[config.mk]
export PLATFORM = sky130hd
export DESIGN_NAME = slot_ctl_regs
export DESIGN_NICKNAME = d
export VERILOG_FILES = /design/src/rtl/slot_ctl_pkg.sv /design/src/rtl/slot_sel_reg.sv /design/src/rtl/slot_status_mux.sv /design/src/rtl/slot_ctl_regs.sv
export SDC_FILE = /design/constraint.sdc
export NUM_CORES = 1
export LEC_CHECK = 0
export ABC_AREA = 0
export BUFFER_PORTS_ARGS = -buffer_cell sky130_fd_sc_hd__buf_2
export CAP_MARGIN = 20
export CORE_ASPECT_RATIO = 0.6
export CORE_MARGIN = 10
export CORE_UTILIZATION = 35
export DETAILED_ROUTE_END_ITERATION = 6
export GPL_ROUTABILITY_DRIVEN = 1
export GPL_TIMING_DRIVEN = 0
export PLACE_DENSITY = 0.58
export RECOVER_POWER = 50
export SLEW_MARGIN = 20
export SYNTH_ARGS = -nofsm -noshare
export SYNTH_HDL_FRONTEND = slang
export SYNTH_HIERARCHICAL = 1
export SYNTH_SLANG_ARGS = --single-unit
export TNS_END_PERCENT = 10
[constraint.sdc]
create_clock -name clk -period 4.04 [get_ports clk]
set_clock_uncertainty 0.05 [all_clocks]
set_input_delay 0.808 -clock clk [delete_from_list [all_inputs] [get_ports clk]]
set_output_delay 0.808 -clock clk [all_outputs]
set_load 0.05 [all_outputs]
[src/rtl/slot_ctl_pkg.sv]
package slot_ctl_pkg;
   localparam int SLOT_W = 4;
   localparam int FUNC_W = 4;

   typedef enum logic [FUNC_W-1:0] {
      FN_PRESENCE = 4'd0,
      FN_EMPTY    = 4'd1,
      FN_POWER    = 4'd2,
      FN_EEPROM   = 4'd5
   } slot_fn_e;

   localparam logic [7:0] OFF_ID   = 8'h00;
   localparam logic [7:0] OFF_SEL  = 8'h08;
   localparam logic [7:0] OFF_STAT = 8'h0C;
   localparam logic [7:0] OFF_RSV0 = 8'h10;
   localparam logic [7:0] OFF_RSV1 = 8'h14;
   localparam logic [7:0] OFF_RSV2 = 8'h18;
   localparam logic [7:0] OFF_MARK = 8'h1C;

   localparam logic [15:0] MARK_VAL = 16'h8000;
   localparam logic [7:0]  ID_LOW   = 8'h80;

   localparam int SLOT_LSB  = 12;
   localparam int FUNC_LSB  = 8;
   localparam int ST_EMPTY  = 0;
   localparam int ST_PGOOD  = 1;
   localparam int ST_CONV   = 3;
endpackage

[src/rtl/slot_sel_reg.sv]
module slot_sel_reg
   import slot_ctl_pkg::*;
#(
   parameter int NUM_SLOTS = 9,
   parameter int DATA_W    = 32
) (
   input  logic                 clk,
   input  logic                 rst_n,
   input  logic                 sel_we,
   input  logic [DATA_W-1:0]    wdata,
   output logic [DATA_W-1:0]    sel_word,
   output logic [SLOT_W-1:0]    sel_slot,
   output logic [FUNC_W-1:0]    sel_fn,
   output logic [NUM_SLOTS-1:0] powered
);
   logic [SLOT_W-1:0] wr_slot;
   logic [FUNC_W-1:0] wr_fn;

   assign wr_slot  = wdata[SLOT_LSB +: SLOT_W];
   assign wr_fn    = wdata[FUNC_LSB +: FUNC_W];
   assign sel_slot = sel_word[SLOT_LSB +: SLOT_W];
   assign sel_fn   = sel_word[FUNC_LSB +: FUNC_W];

   always_ff @(posedge clk) begin
      if (!rst_n)      sel_word <= '0;
      else if (sel_we) sel_word <= wdata;
   end

   for (genvar i = 0; i < NUM_SLOTS; i++) begin : g_pwr
      localparam logic [SLOT_W-1:0] SLOT_NUM = SLOT_W'(i + 1);
      always_ff @(posedge clk) begin
         if (!rst_n)
            powered[i] <= 1'b0;
         else if (sel_we && wr_fn == FN_POWER && wr_slot == SLOT_NUM)
            powered[i] <= 1'b1;
      end
   end
endmodule

[src/rtl/slot_status_mux.sv]
module slot_status_mux
   import slot_ctl_pkg::*;
#(
   parameter int NUM_SLOTS = 9,
   parameter int DATA_W    = 32
) (
   input  logic [SLOT_W-1:0]    sel_slot,
   input  logic [FUNC_W-1:0]    sel_fn,
   input  logic [NUM_SLOTS-1:0] present,
   input  logic [NUM_SLOTS-1:0] powered,
   input  logic [SLOT_W-1:0]    sup_slot,
   input  logic                 eep_sel,
   input  logic                 eep_dout,
   output logic [DATA_W-1:0]    status,
   output logic                 fn_known
);
   logic card_in;
   logic pwr_flag;
   logic pgood;

   always_comb begin
      card_in  = 1'b0;
      pwr_flag = 1'b0;
      for (int i = 0; i < NUM_SLOTS; i++) begin
         if (sel_slot == SLOT_W'(i + 1)) begin
            card_in  = present[i];
            pwr_flag = powered[i];
         end
      end
   end

   assign pgood = pwr_flag || (sel_slot == sup_slot);

   always_comb begin
      status   = '0;
      fn_known = 1'b1;
      case (sel_fn)
         FN_PRESENCE: begin
            status[ST_EMPTY] = !card_in;
            status[ST_PGOOD] = card_in && pgood;
         end
         FN_EMPTY:  status[ST_EMPTY] = !card_in;
         FN_POWER:  status[ST_CONV]  = 1'b1;
         FN_EEPROM: status[0]        = eep_sel && eep_dout;
         default:   fn_known         = 1'b0;
      endcase
   end
endmodule

[src/rtl/slot_ctl_regs.sv]
module slot_ctl_regs
   import slot_ctl_pkg::*;
#(
   parameter int NUM_SLOTS     = 9,
   parameter int ADDR_W        = 8,
   parameter int DATA_W        = 32,
   parameter bit UNMAPPED_ONES = 1'b1
) (
   input  logic                 clk,
   input  logic                 rst_n,
   input  logic                 wr_en,
   input  logic [ADDR_W-1:0]    wr_addr,
   input  logic [DATA_W-1:0]    wdata,
   input  logic                 rd_en,
   input  logic [ADDR_W-1:0]    rd_addr,
   output logic [DATA_W-1:0]    rdata_o,
   output logic                 rvalid_o,
   input  logic [NUM_SLOTS-1:0] present_i,
   input  logic [SLOT_W-1:0]    sup_slot_i,
   input  logic                 eep_sel_i,
   input  logic                 eep_dout_i,
   output logic [NUM_SLOTS-1:0] powered_o,
   output logic [SLOT_W-1:0]    sel_slot_o,
   output logic                 func_err_o
);
   localparam int MAX_SLOTS = (1 << SLOT_W) - 1;

   if (NUM_SLOTS < 1 || NUM_SLOTS > MAX_SLOTS) begin : g_bad_slots
      $error("NUM_SLOTS must fit the 4-bit slot field");
   end
   if (DATA_W < 16) begin : g_bad_data
      $error("DATA_W must hold the selector fields");
   end
   if (ADDR_W < 8) begin : g_bad_addr
      $error("ADDR_W must reach every offset");
   end

   logic [DATA_W-1:0] unmapped_val;
   if (UNMAPPED_ONES) begin : g_ones
      assign unmapped_val = '1;
   end else begin : g_zero
      assign unmapped_val = '0;
   end

   logic [DATA_W-1:0] sel_word;
   logic [FUNC_W-1:0] sel_fn;
   logic [DATA_W-1:0] status;
   logic              fn_known;
   logic              sel_we;

   assign sel_we = wr_en && (wr_addr == ADDR_W'(OFF_SEL));

   slot_sel_reg #(.NUM_SLOTS(NUM_SLOTS), .DATA_W(DATA_W)) u_sel (
      .clk      (clk),
      .rst_n    (rst_n),
      .sel_we   (sel_we),
      .wdata    (wdata),
      .sel_word (sel_word),
      .sel_slot (sel_slot_o),
      .sel_fn   (sel_fn),
      .powered  (powered_o)
   );

   slot_status_mux #(.NUM_SLOTS(NUM_SLOTS), .DATA_W(DATA_W)) u_stat (
      .sel_slot (sel_slot_o),
      .sel_fn   (sel_fn),
      .present  (present_i),
      .powered  (powered_o),
      .sup_slot (sup_slot_i),
      .eep_sel  (eep_sel_i),
      .eep_dout (eep_dout_i),
      .status   (status),
      .fn_known (fn_known)
   );

   logic [DATA_W-1:0] rd_val;
   always_comb begin
      case (rd_addr)
         ADDR_W'(OFF_ID):   rd_val = DATA_W'({sup_slot_i, ID_LOW});
         ADDR_W'(OFF_SEL):  rd_val = sel_word;
         ADDR_W'(OFF_STAT): rd_val = status;
         ADDR_W'(OFF_RSV0),
         ADDR_W'(OFF_RSV1),
         ADDR_W'(OFF_RSV2): rd_val = '0;
         ADDR_W'(OFF_MARK): rd_val = DATA_W'(MARK_VAL);
         default:           rd_val = unmapped_val;
      endcase
   end

   always_ff @(posedge clk) begin
      if (!rst_n) begin
         rdata_o    <= '0;
         rvalid_o   <= 1'b0;
         func_err_o <= 1'b0;
      end else begin
         rvalid_o <= rd_en;
         if (rd_en) rdata_o <= rd_val;
         if (rd_en && rd_addr == ADDR_W'(OFF_STAT) && !fn_known)
            func_err_o <= 1'b1;
      end
   end
endmodule

==> results.md <==
- Status: complete, no violations
- Post-synth top area share: 37.6%
- Vias per Instance: about 4.6
- Post-synth ARST share: 0%
- Post-Syn Area: approximately 0.004 mm2
- Total gr overflow: 0
- Hold Path Class: reg -> reg
- Power Total: roughly 0.0018 W
- Slew headroom: between 50% and 60%
- GPL Wtd Cong: approximately 0.80
- Number of max-cap violations: 0
- Critical path's slowest cell: clkbuf_1
- Max Buffers Root-to-Sink: 2
- Leak: roughly 1.9 nW
- Layout Nets: 640
- CP most frequent cell: buf_2
- Final setup violation count: 0
- Cts hold-fix bufs: 0
- Synth Register Bits: 75
- PD cells: around 360 mW/mm2
- TNS Setup: 0 ns
- Clock Latency Late Sink: between 0.3 and 0.4 ns
- Chip height: slightly above 100 um
- CP peak stage delay: 0.44 ns
- Initial Util: 35.6%
- TritonRoute pass-1 iters: 4
- Seq/Total Area, Yosys: 37.6%
- Fill cells: ~1,100
- First-pass GRT wire length: between 15,000 and 20,000 um
- CTS Buf Count: 9
- Crit start category: primary input
- Tmin final: about 2.7 ns
- CTS H-tree lvls: 3
- Vias: between 3,000 and 4,000
- I/O Buffers: around 110
- Hold Fails Final Rpt: 0
- CP arrival: between 2 and 3 ns
- Die width: roughly 160 um
- Clock-pin slew of the registers on the worst-case setup and hold paths: around 0.060 ns
- CP Class: in -> reg
- DIE AREA: between 0.015 and 0.02 mm2
- DP Cell Count: between 700 and 800
- Post-CTS Setup Bufs: 0
- EDFF count, synth: 0
- GRT Util Overall: approximately 14%
- Largest net degree at the start of global routing: 13
- Leading cell types by count after synthesis: dfxtp_1, nand2_1, buf_4
- Syn avg cell area: 9.46 um2
- Fmax: 0.368 GHz
- WP data required: 4.23 ns
- Top-level port count: ~110
- Synth area leaders: dfxtp_1, mux2i_1, mux2_2
- Worst VDD drop: ~0.21 mV
- Post-synth top area cell: dfxtp_1
- Ys flop type: dfxtp_1
- Number of global-route vias before repair: 3,440
- Clk sinks: 75
- Drt drc: 0
- Layout cells sized above 1: between 30% and 40%
- Detailed Place HPWL: about 9000 um
- Crit-path max FO: 10
- Initial antenna violation count: 1
- Cells after synthesis: between 400 and 500
- Starting DRT DRC Count: 186
- Final period utilization: approximately two thirds
- Most common cell in the synthesized netlist: dfxtp_1
- Post-synthesis cell type count: 48
- Worst-margin pin slew: roughly 0.7 ns
- Per-cell routed wire length: 15.9 um
- Routed Antenna Nets: 0
- DRT Wirelength: approximately 11,000 um
- Core area: 0.0112 mm2
- Unrepaired setup endpoints after global routing: no
- Area growth syn-to-layout: 26.9%
- Crit path cell chain: buf_2 > nor4b_1 > nand3b_1 > nor4_1 > clkbuf_1 > buf_2 > nand4b_1 > o31ai_1
- Critical Path End Type: flop
- CTS Root Cell: clkbuf_16
- # rows: 30
- Finished Layout Cells: approximately 720
- YS warnings: 6
- Max-slew violations: 0
- TritonCTS clock tree: done
- Post-CTS sizing: 0
-- worst max-delay path, delay by kind of cell --
family / cells / cell delay (ns)
AND/OR/NAND/NOR: 4 / 0.84
AO/OA/AOI/OAI: 1 / 0.29
buffers and inverters: 3 / 0.98
-- cells in the final DEF (no fill, tap or decap), types with 4 or more instances in the layout --
| master | Yosys | routed |
|---|---|---|
| nor2b_1 | 35 | 35 |
| a211oi_1 | 4 | 4 |
| a31oi_1 | 4 | 4 |
| nand2b_1 | 4 | 4 |
| a21oi_2 | 20 | 20 |
| nand4b_1 | 4 | 4 |
| nor4b_1 | 4 | 4 |
| clkbuf_16 | 0 | 9 |
| o21ai_0 | 37 | 37 |
| nor4_1 | 4 | 4 |
| buf_2 | 10 | 76 |
| o31ai_1 | 9 | 9 |
| buf_4 | 39 | 38 |
| dfxtp_1 | 75 | 75 |
| mux2_2 | 30 | 30 |
| clkbuf_1 | 11 | 60 |
| a21oi_1 | 11 | 11 |
| nand2_1 | 41 | 41 |
| conb_1 | 1 | 29 |
| clkbuf_8 | 0 | 4 |
| mux2i_1 | 38 | 38 |
-- path summary, 6_finish.rpt --
check | start | to | slack (ns) | cells past startpoint
worst max-delay path | wr_addr[4] | u_sel/powered[8] | 1.33 | 8
worst max register to register | u_sel/sel_word[12] | rdata_o[1] | 1.84 | 8
worst min-delay path | u_sel/powered[2] | u_sel/powered[2] | 0.43 | 2
worst min register to register | u_sel/powered[2] | u_sel/powered[2] | 0.43 | 2
-- logic make-up (layout without fill, tap and decap cells) --
family	after synthesis	count (layout)	share of synthesized area (%)
AOI/OAI and AO/OA	93	93	15.3
xor gates and xnor gates	3	3	0.659
DFF	75	75	37.6
and+or+nand+nor	117	117	17.2
other	1	30	0.0940
muxes	68	68	18.0
buffers and inverters	65	193	11.1
-- where the power goes --
| part | internal [W] | switching, W |
|---|---|---|
| Sequential | 0.000765 | 0.0000134 |
| Combinational | 0.0000929 | 0.000172 |
| Clock | 0.000483 | 0.000300 |
-- sequential cells by signal (all words and copies together) (netlist names) --
name / count
u_sel/powered: 9
rvalid_o: 1
rdata_o: 32
u_sel/sel_word: 32
func_err_o: 1
-- metrics by stage --
stage	cell area, um2	util, %	setup slack, ns	hold slack, ns
6_report	5060	45.1	1.33	0.432
5_1_grt	5060	45.1	1.12	0.449
4_1_cts	5130	45.7	1.58	0.429
3_5_place_dp	4840	43.1	1.23	0.420
3_3_place_gp	4840	43.1	1.27	0.394
2_1_floorplan	4100	-	1.75	0.428
-- layout make-up --
type                       instances  area, um2  share of cell area, %
multi-input combinational        310       2150                   42.4
clock buffer                      15        288                   5.68
clock inverter                     1       5.00                 0.0988
inverter                           1       3.75                 0.0741
sequential                        75       1500                   29.6
buffer                            64        434                   8.57
antenna                            1       2.50                 0.0494
tap                              144        180                   3.56
timing repair buffer             112        504                   9.96
-- per-layer routing --
| layer | GRT usage [%] | part of all wire (%) | vias to the layer above |
|---|---|---|---|
| li1 | - | - | 1727 |
| met1 | 18.8 | 50 | 1536 |
| met2 | 21.0 | 41 | 90 |
| met3 | 5.50 | 8.0 | 8 |
| met4 | 3.22 | 0.77 | 0 |
| met5 | 0 | 0 | - |
(Power assumes the default switching activity.)
